==> config.mk <==
export PLATFORM = sky130hd
export DESIGN_NAME = prio_vec_irq
export DESIGN_NICKNAME = d
export VERILOG_FILES = /design/src/rtl/prio_vec_irq.sv
export SDC_FILE = /design/constraint.sdc
export NUM_CORES = 1
export LEC_CHECK = 0
export BUFFER_PORTS_ARGS = -buffer_cell sky130_fd_sc_hd__buf_2
export CAP_MARGIN = 20
export CORE_ASPECT_RATIO = 0.75
export CORE_MARGIN = 8
export CORE_UTILIZATION = 30
export DETAILED_ROUTE_END_ITERATION = 16
export RECOVER_POWER = 100
export SLEW_MARGIN = 15
export SYNTH_ARGS = -nofsm -noshare
export SYNTH_HDL_FRONTEND = slang
export SYNTH_SLANG_ARGS = --single-unit
==> constraint.sdc <==
create_clock -name clk -period 1.95 [get_ports clk]
set_input_delay 0 -clock clk [delete_from_list [all_inputs] [get_ports clk]]
set_output_delay 0 -clock clk [all_outputs]
set_load 0.005 [all_outputs]
==> src/rtl/prio_vec_irq.sv <==
module prio_vec_irq #(
  parameter int       N_SRC     = 8,
  parameter logic [7:0] PAGE_PORT = 8'h30,
  parameter logic [7:0] MASK_PORT = 8'h31,
  parameter logic [7:0] VEC_BASE  = 8'h40,
  parameter logic [7:0] VEC_STEP  = 8'h02,
  parameter logic [7:0] PAGE_RST  = 8'h00
) (
  input  logic             clk,
  input  logic             rst_n,
  input  logic [N_SRC-1:0] irq_in,
  input  logic [7:0]       addr,
  input  logic             iorq_n,
  input  logic             wr_n,
  input  logic             rd_n,
  input  logic [7:0]       data_in,
  input  logic             intak_n,
  input  logic             mode_two,
  output logic [7:0]       data_out,
  output logic             data_oe,
  output logic             intrq_n
);
  localparam int IW = (N_SRC > 1) ? $clog2(N_SRC) : 1;

  logic [N_SRC-1:0] pend, mask, live, clr;
  logic [7:0]       page;
  logic [7:0]       vtab [N_SRC];
  logic             intak_q, rd_q, ack_act, win_vld, sel_any;
  logic [IW-1:0]    win_idx, sel_idx;
  logic [1:0]       bcnt;

  for (genvar g = 0; g < N_SRC; g++) begin : g_vtab
    assign vtab[g] = VEC_BASE + VEC_STEP * 8'(g);
  end

  assign live    = pend & ~mask;
  assign intrq_n = ~|live;

  always_comb begin
    sel_any = 1'b0;
    sel_idx = '0;
    for (int i = N_SRC - 1; i >= 0; i--)
      if (live[i]) begin
        sel_any = 1'b1;
        sel_idx = IW'(i);
      end
  end

  wire ack_start = !intak_n && intak_q;
  wire io_wr     = !iorq_n && !wr_n;
  wire page_wr   = io_wr && (addr == PAGE_PORT);
  wire mask_wr   = io_wr && (addr == MASK_PORT);
  wire rd_end    = !rd_q && rd_n;

  assign clr = (ack_start && sel_any) ? (N_SRC'(1) << sel_idx) : '0;

  always_ff @(posedge clk or negedge rst_n) begin
    if (!rst_n) begin
      pend    <= '0;
      mask    <= '0;
      page    <= PAGE_RST;
      intak_q <= 1'b1;
      rd_q    <= 1'b1;
      ack_act <= 1'b0;
      win_vld <= 1'b0;
      win_idx <= '0;
      bcnt    <= '0;
    end else begin
      pend    <= (pend & ~clr) | irq_in;
      intak_q <= intak_n;
      rd_q    <= rd_n;
      if (page_wr) page <= data_in;
      if (mask_wr) mask <= data_in[N_SRC-1:0];
      if (intak_n)        ack_act <= 1'b0;
      else if (ack_start) ack_act <= 1'b1;
      if (ack_start) begin
        win_vld <= sel_any;
        win_idx <= sel_idx;
      end
      if (intak_n) bcnt <= '0;
      else if (ack_act && rd_end && bcnt != 2'd2) bcnt <= bcnt + 2'd1;
    end
  end

  wire drive = ack_act && win_vld && !intak_n &&
               (mode_two ? (!rd_n && bcnt != 2'd2) : 1'b1);
  wire [7:0] sel_byte = (mode_two && bcnt == 2'd0) ? page : vtab[win_idx];

  assign data_oe  = drive;
  assign data_out = drive ? sel_byte : 8'h00;

  a_r2_req_raises: assert property (@(posedge clk) disable iff (!rst_n)
    (|(irq_in & ~mask) && !mask_wr) |=> !intrq_n);
  a_r4_winner_held: assert property (@(posedge clk) disable iff (!rst_n)
    (ack_act && $past(ack_act)) |-> $stable(win_idx));
  a_r5_winner_cleared: assert property (@(posedge clk) disable iff (!rst_n)
    (ack_start && sel_any && !irq_in[sel_idx]) |=> !pend[$past(sel_idx)]);
  a_r7_count_bounded: assert property (@(posedge clk) disable iff (!rst_n)
    bcnt <= 2'd2);
  a_r8_count_cleared: assert property (@(posedge clk) disable iff (!rst_n)
    intak_n |=> bcnt == 2'd0);
  a_r10_no_spurious_drive: assert property (@(posedge clk) disable iff (!rst_n)
    (ack_act && !win_vld) |-> !data_oe);
endmodule

After elaboration in Yosys (flattened, before gate mapping)
Memory sizes are Yosys's and may differ from the RTL's.
Index checks and enable logic that the tools add are counted.
- add/sub/neg operators: 1
- order comparisons: 1
- bitwise gates (word level): 6
- reductions and logical operators: 23
- mux-type cells: 26
- shifts and indexed selects: 1
- equality and inequality tests: 3
- operators by type and width (operator ; count):
    $mux W8 ; 5
    $mux W3 ; 8
    $and A8 B8 Y8 ; 2
    $eq A8 B6 Y1 const B ; 2
    $not A8 Y8 ; 2
    $logic_and A1 B1 Y1 ; 13
    $mux W1 ; 11
    $or A8 B8 Y8 ; 1
    $reduce_or A8 Y1 ; 1
    $shl A1 B3 Y8 const A ; 1
    $logic_not A1 Y1 ; 6
    $ge A4 B4 Y1 const B ; 1
    $mux W2 ; 2
    $not A3 Y4 ; 1
    $reduce_bool A2 Y1 ; 2
    $add A2 B1 Y2 const B ; 1
    $logic_not A2 Y1 ; 1
    $ne A2 B2 Y1 const B ; 1
- output and inout bits: 10
- register bits after elaboration: 33
- memories: 1
- logic and storage cells: 71
- input port bits: 31
- memory bits (read-only): 64
- memories (name ; depth ; bits a word ; rd ports ; clocked after memory_dff ; wr ports ; RTL line ; text):
    (name not given) ; 8 ; 8 ; 1 ; 0 ; 0 ; 87 ; wire [7:0] sel_byte = (mode_two && bcnt == 2'd0) ? page : vtab[win_idx];

Longest topological paths before layout
- word-level depth: 15
- depth in mapped cells: 6
- depth with buffers taken out: 6

Least setup slack after synthesis
OpenSTA, ideal clock, no wires.
- kind: register to register
- from: reg intak_q
- to: reg pend[5]
- data arrival time: 1.425 ns
- path slack: 0.404 ns
- cell stages (with the launch flop): 5
- setup time: 0.121 ns
- buffers on the path: 0
- required time: 1.829 ns
- period minus slack after synthesis: 1.546 ns
- path through: dfstp_2 -> nor2b_1 -> nand3_1 -> or4_1 -> o22a_1
- longest elaborated chain between the ends: 6
- RTL lines (item ; RTL line ; text):
    from (decl) ; 28 ; logic intak_q, rd_q, ack_act, win_vld, sel_any;
    from (signal assigned) ; 70 ; intak_q <= intak_n;
    $logic_and A1 B1 Y1 ; 49 ; wire ack_start = !intak_n && intak_q;
    $logic_and A1 B1 Y1 ; 55 ; assign clr = (ack_start && sel_any) ? (N_SRC'(1) << sel_idx) : '0;
    $mux W8 ; 55 ;
    $not A8 Y8 ; 69 ; pend <= (pend & ~clr) | irq_in;
    $and A8 B8 Y8 ; 69 ;
    $or A8 B8 Y8 ; 69 ;
    to (signal assigned) ; 69 ;
    to (decl) ; 25 ; logic [N_SRC-1:0] pend, mask, live, clr;
Every way passes these cells.
A chain may end at the register's enable or synchronous reset.

Worst setup path in the final report
- from: reg bcnt[0]
- to: out data_out[7]
- longest elaborated chain between the ends: 5
- elaborated cells on any way between the ends: 8
- RTL lines (item ; RTL line ; text):
    from (decl) ; 30 ; logic [1:0] bcnt;
    from (signal assigned) ; 81 ; else if (ack_act && rd_end && bcnt != 2'd2) bcnt <= bcnt + 2'd1;
    $ne A2 B2 Y1 ; 86 ; (mode_two ? (!rd_n && bcnt != 2'd2) : 1'b1);
    $logic_and A1 B1 Y1 ; 86 ;
    $mux W1 ; 86 ;
    $logic_and A1 B1 Y1 ; 85 ; wire drive = ack_act && win_vld && !intak_n &&
    $mux W8 * ; 90 ; assign data_out = drive ? sel_byte : 8'h00;
    to (decl) ; 19 ; output logic [7:0] data_out,
Mark *: on every way between the ends. The rest lies on a longest branch, timed or not.

==> run metrics <==
Synth area leaders dfrtp_1, mux2_4, mux2_2; most frequent cells in the layout buf_2, dfrtp_1, dlygate4sd3_1; Seq/Total Area, Yosys 52.67%; Ports 41; finished layout cell area 2097 sq um; commonest non-fill, non-tap cell in the layout buf_2; Static Leak 0.9700 nW; Peak Freq 576.9 MHz; Remaining Overflow, GRT 0; Root Buffer clkbuf_8; setup TNS 0 ps; Pwr per Cell Area 642.5 nW/um^2; FF-to-FF End pend[5]$_DFF_PN0_; Hold Slack 340.1 ps; CTS tree built; clock transition at the registers of the reported paths 70 ps; antenna violations before repair 0; # Max-Cap Violations 0; Rel. slew slack 45.85%; ratio of final minimum period to clock period 88.89%; Die Wd 99.61 um; Worst VDD drop 0.3144 mV; Finish-stage setup viols 0; worst reg2reg setup slack 260 ps; routability cong. 0.8067; critical path peak fanout 4; full die area 7839 sq um; fillers 504; wirelength, routed 3529 um; Mapped Cells 142; share of the synthesized area in the top cell type 49.32%; Initial Utilization 31.57%; total core area 4982 sq um; Avg Vias per Cell 4.374; crit path from bcnt[0]$_DFFE_PN0P_; Netlist cell types 33; Worst Tran Pin Value 812.3 ps; Yosys top cell by area dfrtp_1; ant diodes 0; die height 78.71 um; Initial DRT Pass Iterations 4; clock skew 9.065 ps; Netlist Area Pre-Place 1573 sq um; RSZ-0062 raised after global routing false; Vias 1229; post-synth net total 175; cts bufs inserted 5; IO Port Bufs 40; post-route antenna net violation count 0; P&R area growth vs syn 33.33%; DRT iter0 DRCs 51; DR WL/cell 12.56 um; Setup Slack @ Placement 284.0 ps; launching point of the worst reg2reg path intak_q$_DFF_PN1_; crit path launch type flop; H-tree depth 2; worst skew pair latency 280 ps; CTS max path bufs 2; gr usage total 9.556%; CTS sink count 33; final hold violations 0; Required @ worst endpoint 1950 ps; #FFs+latches synth 33; layout cells sized above 1 25.84%; first-pass GRT wire length 6058 um; DRC 0; arrival time at the worst endpoint 1730 ps; Util after Layout 42.09%; largest net degree at the start of global routing 34; Post-DP HPWL 2731 um; reg2reg path depth 4; Avg Inst Size Synth 11.08 sq um; Final nets 241; hold crit path type in2async; post-layout min period 1733 ps; yosys warns 0; CP endpoint kind output port; worst setup margin 216.7 ps; # rows 22; Critical Path End data_out[7]; vias in the first global route 1260; crit path kind reg2out; max-slew violations 0; DP Area 1859 sq um; status finished clean
[sequential cells by signal, indices dropped and copies added, names as in the netlist]
name and cells:
bcnt 2, pend 8, page 8, intak_q 1, win_idx 3, ack_act 1, win_vld 1, rd_q 1
mask 8
[repair_timing]
item	4_1_cts	5_1_grt
setup endpoints to repair	0	4
resized for setup	0	2
hold endpoints to repair	60	0
buffers inserted	0	0
hold buffers	19	0
[synthesized netlist by cell type, drive strengths merged]
cell type,count
a21boi,2
a21o,1
a21oi,8
a41oi,1
and2,5
and4bb,1
buf,1
dfrtp,31
dfstp,2
ha,2
inv,5
mux2,16
nand2,12
nand2b,12
nand3,4
nand3b,1
nand4,1
nand4b,1
nor2,14
nor2b,3
nor3,1
nor4,2
nor4b,1
o211ai,1
o21ai,8
o22a,1
o41ai,1
or3b,2
or4,1
xnor2,1
[critical path: stages (launching register included)]
cell and delay [ps]:
dfrtp_1 370, inv_1 70, ha_1 200, o21ai_0 160, nand4b_1 180, nor2_2 230
and2_1 150, buf_2 110
[cell families (layout without fill, tap and decap cells)]
logic type      Yosys count  after routing  synth area share, %
flops                    33             33                52.66
xor+xnor                  1              1               0.5570
simple gates             61             61                21.24
fa+ha+maj                 2              2                1.591
compound gates           23             23                8.671
mux                      16             16                13.37
buf+inv                   6             73                1.909
[cell type report]
cell class,instances,area (sq um),area share [%]
clock buffer,5,68.82,3.282
clock inverter,3,17.52,0.8353
inverter,5,18.77,0.8950
multi-input combinational,103,686.9,32.76
sequential,33,828.3,39.50
tap,72,90.09,4.296
timing repair buffer,60,386.6,18.44
[per-layer routing]
| metal | up-vias | share of wire, % | track usage (%) |
|---|---|---|---|
| li1 | 628 | - | - |
| met1 | 562 | 55 | 13.99 |
| met2 | 33 | 38 | 12.37 |
| met3 | 6 | 6.0 | 4.007 |
| met4 | 0 | 0.71 | 2.259 |
| met5 | - | 0 | 0 |
[report_power, final]
group | switching (mW) | internal, mW | total, mW
logic | 0.0611 | 0.0702 | 0.131
registers | 0.0120 | 0.706 | 0.718
clock network | 0.251 | 0.246 | 0.497
total | 0.325 | 1.02 | 1.35
[through the flow]
step | std cells | total power, mW
floorplan | 142 | 0.7754
detailed placement | 254 | 0.8415
finish | 281 | 1.347
global route | 281 | 1.418
CTS | 281 | 1.372
global placement | 254 | 0.8410
[worst min-delay path by stage]
stage                                     end  slack, ps  start
after floorplan           ack_act$_DFFE_PN0P_       -300  rst_n
after global placement    page[0]$_DFFE_PN0P_        110  rst_n
after global routing           rd_q$_DFF_PN1_        360   rd_n
final                     mask[3]$_DFFE_PN0P_        340  rst_n
after CTS                 page[0]$_DFFE_PN0P_        330  rst_n
after detailed placement  page[2]$_DFFE_PN0P_        110  rst_n
(Power assumes the default switching activity.)
